## src/rtl/fan_duty_ctrl.sv

```systemverilog
module fan_duty_ctrl #(
  parameter int NSRC = 4,
  parameter int TW = 8,
  parameter logic [TW-1:0] AUTO_MODE = 8'd2
) (
  input  logic                     clk,
  input  logic                     rst_n,
  input  logic                     wr_en,
  input  logic [4:0]               wr_addr,
  input  logic [TW-1:0]            wr_data,
  input  logic [4:0]               rd_addr,
  output logic [TW-1:0]            rd_data,
  input  logic [NSRC-1:0][TW-1:0]  temp_bus,
  output logic [1:0]               lvl0,
  output logic [1:0]               lvl1,
  output logic [TW-1:0]            duty0,
  output logic [TW-1:0]            duty1,
  output logic                     pwm0,
  output logic                     pwm1
);
  localparam int SW = $clog2(NSRC);
  localparam logic [TW-1:0] DMAX = '1;

  logic [TW-1:0] thr_r [4];
  logic [TW-1:0] mode_r [2];
  logic [TW-1:0] hi_r [2];
  logic [TW-1:0] lo_r [2];
  logic [TW-1:0] man_r [2];
  logic [SW-1:0] src_r [2];
  logic [TW-1:0] cnt;

  logic [1:0][1:0]    lv_v;
  logic [1:0][TW-1:0] duty_v;
  logic [1:0][TW-1:0] tsel_v;
  logic [1:0]         pwm_v;

  wire period_end = (cnt == DMAX);

  always_ff @(posedge clk) begin
    if (!rst_n) cnt <= '0;
    else        cnt <= cnt + 1'b1;
  end

  always_ff @(posedge clk) begin
    if (!rst_n) begin
      thr_r[0] <= 8'h20; thr_r[1] <= 8'h30; thr_r[2] <= 8'h40; thr_r[3] <= 8'h50;
      mode_r[0] <= '0; mode_r[1] <= '0;
      hi_r[0] <= 8'hC0; hi_r[1] <= 8'hC0;
      lo_r[0] <= 8'h60; lo_r[1] <= 8'h60;
      man_r[0] <= '0; man_r[1] <= '0;
      src_r[0] <= SW'(0); src_r[1] <= SW'(1);
    end else if (wr_en) begin
      case (wr_addr)
        5'h00, 5'h01, 5'h02, 5'h03: thr_r[wr_addr[1:0]] <= wr_data;
        5'h08: mode_r[0] <= wr_data;
        5'h09: mode_r[1] <= wr_data;
        5'h0A: src_r[0]  <= wr_data[SW-1:0];
        5'h0B: src_r[1]  <= wr_data[SW-1:0];
        5'h0C: hi_r[0]   <= wr_data;
        5'h0D: lo_r[0]   <= wr_data;
        5'h0E: hi_r[1]   <= wr_data;
        5'h0F: lo_r[1]   <= wr_data;
        5'h10: man_r[0]  <= wr_data;
        5'h11: man_r[1]  <= wr_data;
        default: ;
      endcase
    end
  end

  always_comb begin
    case (rd_addr)
      5'h00, 5'h01, 5'h02, 5'h03,
      5'h04, 5'h05, 5'h06, 5'h07: rd_data = thr_r[rd_addr[1:0]];
      5'h08: rd_data = mode_r[0];
      5'h09: rd_data = mode_r[1];
      5'h0A: rd_data = {{(TW-SW){1'b0}}, src_r[0]};
      5'h0B: rd_data = {{(TW-SW){1'b0}}, src_r[1]};
      5'h0C: rd_data = hi_r[0];
      5'h0D: rd_data = lo_r[0];
      5'h0E: rd_data = hi_r[1];
      5'h0F: rd_data = lo_r[1];
      5'h10: rd_data = man_r[0];
      5'h11: rd_data = man_r[1];
      default: rd_data = '0;
    endcase
  end

  for (genvar g = 0; g < 2; g++) begin : g_out
    logic [TW-1:0] t;
    logic [1:0]    up_lv, dn_lv, lv_q, lv_d;
    logic [TW-1:0] sel_duty, duty_q;

    assign t = temp_bus[src_r[g]];

    always_comb begin
      if      (t >= thr_r[3]) up_lv = 2'd3;
      else if (t >= thr_r[2]) up_lv = 2'd2;
      else if (t >= thr_r[1]) up_lv = 2'd1;
      else                    up_lv = 2'd0;
      if      (t >= thr_r[2]) dn_lv = 2'd3;
      else if (t >= thr_r[1]) dn_lv = 2'd2;
      else if (t >= thr_r[0]) dn_lv = 2'd1;
      else                    dn_lv = 2'd0;
      if      (up_lv > lv_q) lv_d = up_lv;
      else if (dn_lv < lv_q) lv_d = dn_lv;
      else                   lv_d = lv_q;
    end

    always_comb begin
      if (mode_r[g] != AUTO_MODE) sel_duty = man_r[g];
      else begin
        case (lv_q)
          2'd3:    sel_duty = DMAX;
          2'd2:    sel_duty = hi_r[g];
          2'd1:    sel_duty = lo_r[g];
          default: sel_duty = '0;
        endcase
      end
    end

    always_ff @(posedge clk) begin
      if (!rst_n) begin
        lv_q   <= 2'd0;
        duty_q <= '0;
      end else begin
        lv_q <= lv_d;
        if (period_end) duty_q <= sel_duty;
      end
    end

    assign lv_v[g]   = lv_q;
    assign duty_v[g] = duty_q;
    assign tsel_v[g] = t;
    assign pwm_v[g]  = (duty_q == DMAX) || (cnt < duty_q);
  end

  assign lvl0  = lv_v[0];
  assign lvl1  = lv_v[1];
  assign duty0 = duty_v[0];
  assign duty1 = duty_v[1];
  assign pwm0  = pwm_v[0];
  assign pwm1  = pwm_v[1];
endmodule

```

## config.mk

```make
export PLATFORM = sky130hd
export DESIGN_NAME = fan_duty_ctrl
export DESIGN_NICKNAME = d
export VERILOG_FILES = /design/src/rtl/fan_duty_ctrl.sv
export SDC_FILE = /design/constraint.sdc
export NUM_CORES = 1
export LEC_CHECK = 0
export ABC_CLOCK_PERIOD_IN_PS = 4700
export BUFFER_PORTS_ARGS = -buffer_cell sky130_fd_sc_hd__buf_2
export CORE_MARGIN = 5
export CORE_UTILIZATION = 41
export CTS_CLUSTER_DIAMETER = 200
export DETAILED_ROUTE_END_ITERATION = 12
export RECOVER_POWER = 25
export SETUP_SLACK_MARGIN = 0.15
export SLEW_MARGIN = 20
export SYNTH_ARGS = -nofsm -noshare
export SYNTH_HDL_FRONTEND = slang
export SYNTH_SLANG_ARGS = --single-unit
export TNS_END_PERCENT = 5
```

## constraint.sdc

```tcl
create_clock -name clk -period 4.7 [get_ports clk]
set_input_delay 0.47 -clock clk [delete_from_list [all_inputs] [get_ports clk]]
set_output_delay 0.47 -clock clk [all_outputs]
set_load 0.01 [all_outputs]
```

# Word level (Yosys, flattened, before mapping)
# Memories as Yosys holds them, arrays and structs flattened.
# Index checks and enable logic that the tools add are counted.
# W data, S select, Z words.
word_totals:
  ff_bits: 28
  latch_bits: 0
  mem_bits_rw: 100
  romBits: 0
  out_inout_bits: 30
  word_cells: 171
  n_memories: 6
memory_table:
  columns: ["memory", "words", "word_bits", "rd", "rd_ports_with_merged_regs", "write_ports", "line", "source"]
  rows:
  - ["thr_r", 4, 8, 5, 0, 4, "24", "logic [TW-1:0] thr_r [4];"]
  - ["hi_r", 2, 8, 2, 0, 2, "26", "logic [TW-1:0] hi_r [2];"]
  - ["lo_r", 2, 8, 2, 0, 2, "27", "logic [TW-1:0] lo_r [2];"]
  - ["man_r", 2, 8, 2, 0, 2, "28", "logic [TW-1:0] man_r [2];"]
  - ["mode_r", 2, 8, 2, 0, 2, "25", "logic [TW-1:0] mode_r [2];"]
  - ["src_r", 2, 2, 2, 0, 2, "29", "logic [SW-1:0] src_r [2];"]
op_classes:
  n_addsub: 1
  multipliers: 0
  n_div: 0
  order_cmp: 16
  eq_ne: 41
  shifts: 0
  muxes: 83
  n_bitwise: 10
  reduce_logical: 9
op_table:
  columns: ["operator", "count"]
  rows:
  - ["$mux W8", 13]
  - ["$pmux W8 S11", 1]
  - ["$eq A5 B4 Y1 const B", 16]
  - ["$ge A8 B8 Y1", 8]
  - ["$mux W1", 50]
  - ["$pmux W8 S3", 2]
  - ["$bmux W8 S2", 2]
  - ["$mux W2", 15]
  - ["$eq A8 B8 Y1 const B", 3]
  - ["$eq A5 B2 Y1 const B", 4]
  - ["$eq A5 B3 Y1 const B", 4]
  - ["$eq A5 B5 Y1 const B", 4]
  - ["$lt A8 B8 Y1", 2]
  - ["$ne A8 B2 Y1 const B", 2]
  - ["$reduce_or A8 Y1", 2]
  - ["$eq A5 B1 Y1 const B", 2]
  - ["$logic_not A5 Y1", 2]
  - ["$or A1 B1 Y1", 10]
  - ["$add A8 B1 Y8 const B", 1]
  - ["$eq A2 B2 Y1 const B", 4]
  - ["$lt A2 B3 Y1 const B", 2]
  - ["$eq A2 B1 Y1 const B", 2]
  - ["$gt A2 B2 Y1", 2]
  - ["$lt A2 B2 Y1", 2]
  - ["other kinds (3)", 5]

# Depth between registers and ports, before layout
# An unclocked memory read counts as a cell.
logic_depth:
  ltp_word: 10
  ltp_mapped: 15
  mapped_depth_nobuf: 14

# Least setup slack after synthesis
# Ideal clock, no wire load.
synth_path:
  kind: "register to register"
  start: "memory src_r[0][0] (netlist bit)"
  end: "register g_out[0].lv_q[1], in the netlist lvl0[1]"
  arrival_time_ps: 3411
  slack_ps: 1168
  path_stages_with_launch: 14
  n_path_buf: 1
  period_less_slack_ps: 3532
  path_cell_list: "edfxtp_1 > buf_2 > mux4_2 > ha_1 > and2_1 > a221oi_1 > o21a_1 > nand2_1 > ha_1 > nor2b_1 > a2bb2oi_1 > or2_2 > a311o_1 > o311a_1"
synth_lines:
  columns: ["element", "line", "source"]
  rows:
  - ["start, declared", "29", null]
  - ["end signal, assigned", "126", "lv_q <= lv_d;"]
  - ["end, declared", "90", "logic [1:0] up_lv, dn_lv, lv_q, lv_d;"]

==> metrics <==
CP dominant cell by count ha_1; CTS Hold Bufs 0; Seq/Total Area, Yosys 0.437; quantity of gates resized following cts 0; r2r worst-path depth 12; max-cap viol count 1; WHS 0.487 ns; Max Slew Vio Count 55; Ports 83; clk sinks roughly 130; Worst EP required 4.99 ns; net switching power 1000 µW; Max-slew headroom -0.425; grt met2 use 0.311; GP Congestion approximately 0.95; area of the die between 20000 and 25000 µm²; Critical Path End Type flip-flop; wire per inst roughly 21 µm; Routed WL 23.1 mm; layout cells sized above 1 0.158; WHS Path Cells 1; syn nets 876; Worst-Skew Late Latency 0.42 ns; Iter 0 DRT Violations between 500 and 600; violated checks capacitance limit, slew limit; Hold Fails Final Rpt 0; cell count after synthesis between 700 and 800; type of the worst setup path flip-flop to flip-flop; Hold WC Path Type flip-flop to flip-flop; CTS max path bufs 2; post-synthesis cell area 8150 µm²; Synth warnings 0; Post-synth EDFFs 100; Switching Share 0.295; synthesized flop and latch total 128; number of remaining DRC errors 0; clock period minus worst slack 3.95 ns; initial antenna violation count 0; largest net degree at the start of global routing 55; Die W between 150 and 200 µm; Worst-Margin Slew between 2 and 2.5 ns; Setup Viol. Count Final 0; Critical Path Max Stage Delay 0.68 ns; via density per instance about 5.8; met1 Track Usage GR 0.304; total CTS buffers 17; Post-CTS Setup Repair Bufs 0; IO buf count 82; Top FF cell, synth edfxtp_1; Initial Util 0.417; FP Rows 51; most crowded layer after global routing met2; chip height ~150 µm; clock group share of total power 0.369; Comb power frac 0.219; vias in the first global route between 6k and 7k; largest fanout on the critical path 9; area delta synth->final 14.6%; CTS tree yes; crit path cell chain mux4_2 > ha_1 > a211o_1 > a31oi_1 > o21a_1 > nand2_1 > ha_1 > nor2b_1 > a2bb2oi_1 > or2_2 > a21oi_1 > o311a_1; Startpoint Class flip-flop; unrepaired setup endpoints after global routing false; met3 GRT Util 0.0404; Ant. Diodes 0; Avg Inst Size Synth roughly 11 µm²; H-tree depth reported by CTS 4; First-pass DRT Iterations 5; Critical Path AT ~4.2 ns; clk slew on worst S/H paths about 0.06 ns; total grt overflow 0; setup TNS 0 ns; Final Skew ~0.018 ns; global-route wire length before repair roughly 35 mm; P_int about 2400 µW; final worst-path cycle share 0.841; CTS Root Cell clkbuf_16; Leak 0.00393 µW; core area 19500 µm²; VDD IR-drop max 0.000221 V; sequential share of power 0.412; pwr dens 364 nW/µm²; DP HPWL approximately 18 mm; Post-synth ARST share 0; DP Worst Slack 0.743 ns; via total after detailed routing 6309; final worst setup slack roughly 0.75 ns; GRT Total Usage 0.206; status finished, violations left; Yosys cell types 59; Worst path slowest cell edfxtp_1; Antenna Nets Post-Route 0; nets about 960; Fmax roughly 250 MHz
flip-flops by register name, indices dropped and copies added, names as in the netlist, 4 cells and up:
name / count
duty1: 8
duty0: 8
cnt: 8
man_r: 16
thr_r: 32
src_r: 4
mode_r: 16
hi_r: 16
lo_r: 16
metrics by stage:
stage	area, µm²	std cells	total power (µW)	util
6_report	9340	1095	3400	0.478
4_1_cts	9370	1095	3410	0.480
3_3_place_gp	8810	1063	2150	0.451
2_1_floorplan	8150	738	1910	-
5_1_grt	9340	1095	3580	0.478
3_5_place_dp	8810	1063	2160	0.451
worst paths after layout:
kind	to	slack [ns]	from
worst max-delay path	lvl0[1]	0.75	src_r[0][0]
worst min-delay path	cnt[0]	0.49	cnt[0]
worst max register to register	lvl0[1]	0.75	src_r[0][0]
worst min register to register	cnt[0]	0.49	cnt[0]
synthesized netlist by cell type (all sizes together) (3+ instances only):
library cell / number / area (µm²)
a31oi: 4 / 25.0
buf: 14 / 77.6
o311ai: 16 / 140
or3: 7 / 43.8
nand4: 6 / 37.5
a21oi: 38 / 190
a221oi: 10 / 100
dfxtp: 28 / 561
ha: 85 / 1060
clkbuf: 14 / 52.6
nand3: 13 / 65.1
nand2: 51 / 191
o211a: 16 / 160
a21o: 8 / 60.1
and3: 10 / 62.6
nor3: 8 / 45.0
nand2b: 18 / 113
nor2: 43 / 161
and2: 58 / 363
mux4: 25 / 567
o21ai: 30 / 150
a22oi: 6 / 45.0
a222oi: 6 / 60.1
o2111ai: 4 / 35.0
nor2b: 11 / 68.8
nor4b: 3 / 26.3
edfxtp: 100 / 3000
inv: 47 / 176
nor4: 5 / 37.5
o32ai: 3 / 26.3
o21a: 4 / 30.0
a211oi: 6 / 45.0
a211o: 4 / 35.0
mux2i: 9 / 90.1
or2: 3 / 18.8
per-layer routing:
metal  wire length (µm)  vias to the layer above
met4                438                        0
met1              10700                     3008
met5                  0                        -
met2              10300                      278
li1                   -                     3003
met3               1620                       20
critical path, delay by kind of cell, from the launching register on:
kind | cells | cell delay, ns
flops | 1 | 0.68
mux | 1 | 0.65
simple gates | 3 | 0.42
compound gates | 6 | 1.47
fa+ha+maj | 2 | 0.60
final cells by class:
cell class,count,area (µm²)
fill,1851,10200
clock buffer,21,440
tap,265,332
multi-input combinational,535,4280
inverter,47,176
timing repair buffer,88,429
sequential,128,3560
clock inverter,11,114
cell families after synthesis:
logic type / synth area share
compound gates: 0.153
xor+xnor: 0.00430
fa+ha+maj: 0.131
buf+inv: 0.0376
flops: 0.437
mux: 0.0820
simple gates: 0.155
power by group through the flow:
| stage | clock network [µW] | registers, µW | logic (µW) |
|---|---|---|---|
| finish | 1260 | 1400 | 743 |
| global route | 1320 | 1410 | 848 |
| CTS | 1260 | 1400 | 745 |
| detailed placement | 0 | 1420 | 741 |
| global placement | 0 | 1420 | 730 |
| floorplan | 0 | 1350 | 567 |
cell usage in the layout, fill, tap and decap left out, types with 7 or more instances in the layout:
master and count:
nor3_1 7, mux2i_1 9, a221oi_1 8, nor2_1 43, nand2b_1 18, inv_1 47, o211a_1 16, nand2_1 51
o21ai_0 19, and2_1 47, nor2b_1 11, o21ai_1 11, buf_2 70, and3_1 10, or3_1 7, o311ai_0 15
mux4_2 24, nand3_1 13, dfxtp_1 28, ha_1 85, a21oi_1 38, and2_0 11, clkbuf_1 19, edfxtp_1 100
clkbuf_16 17, a21o_1 8
Power figures use the tool's default switching activity.
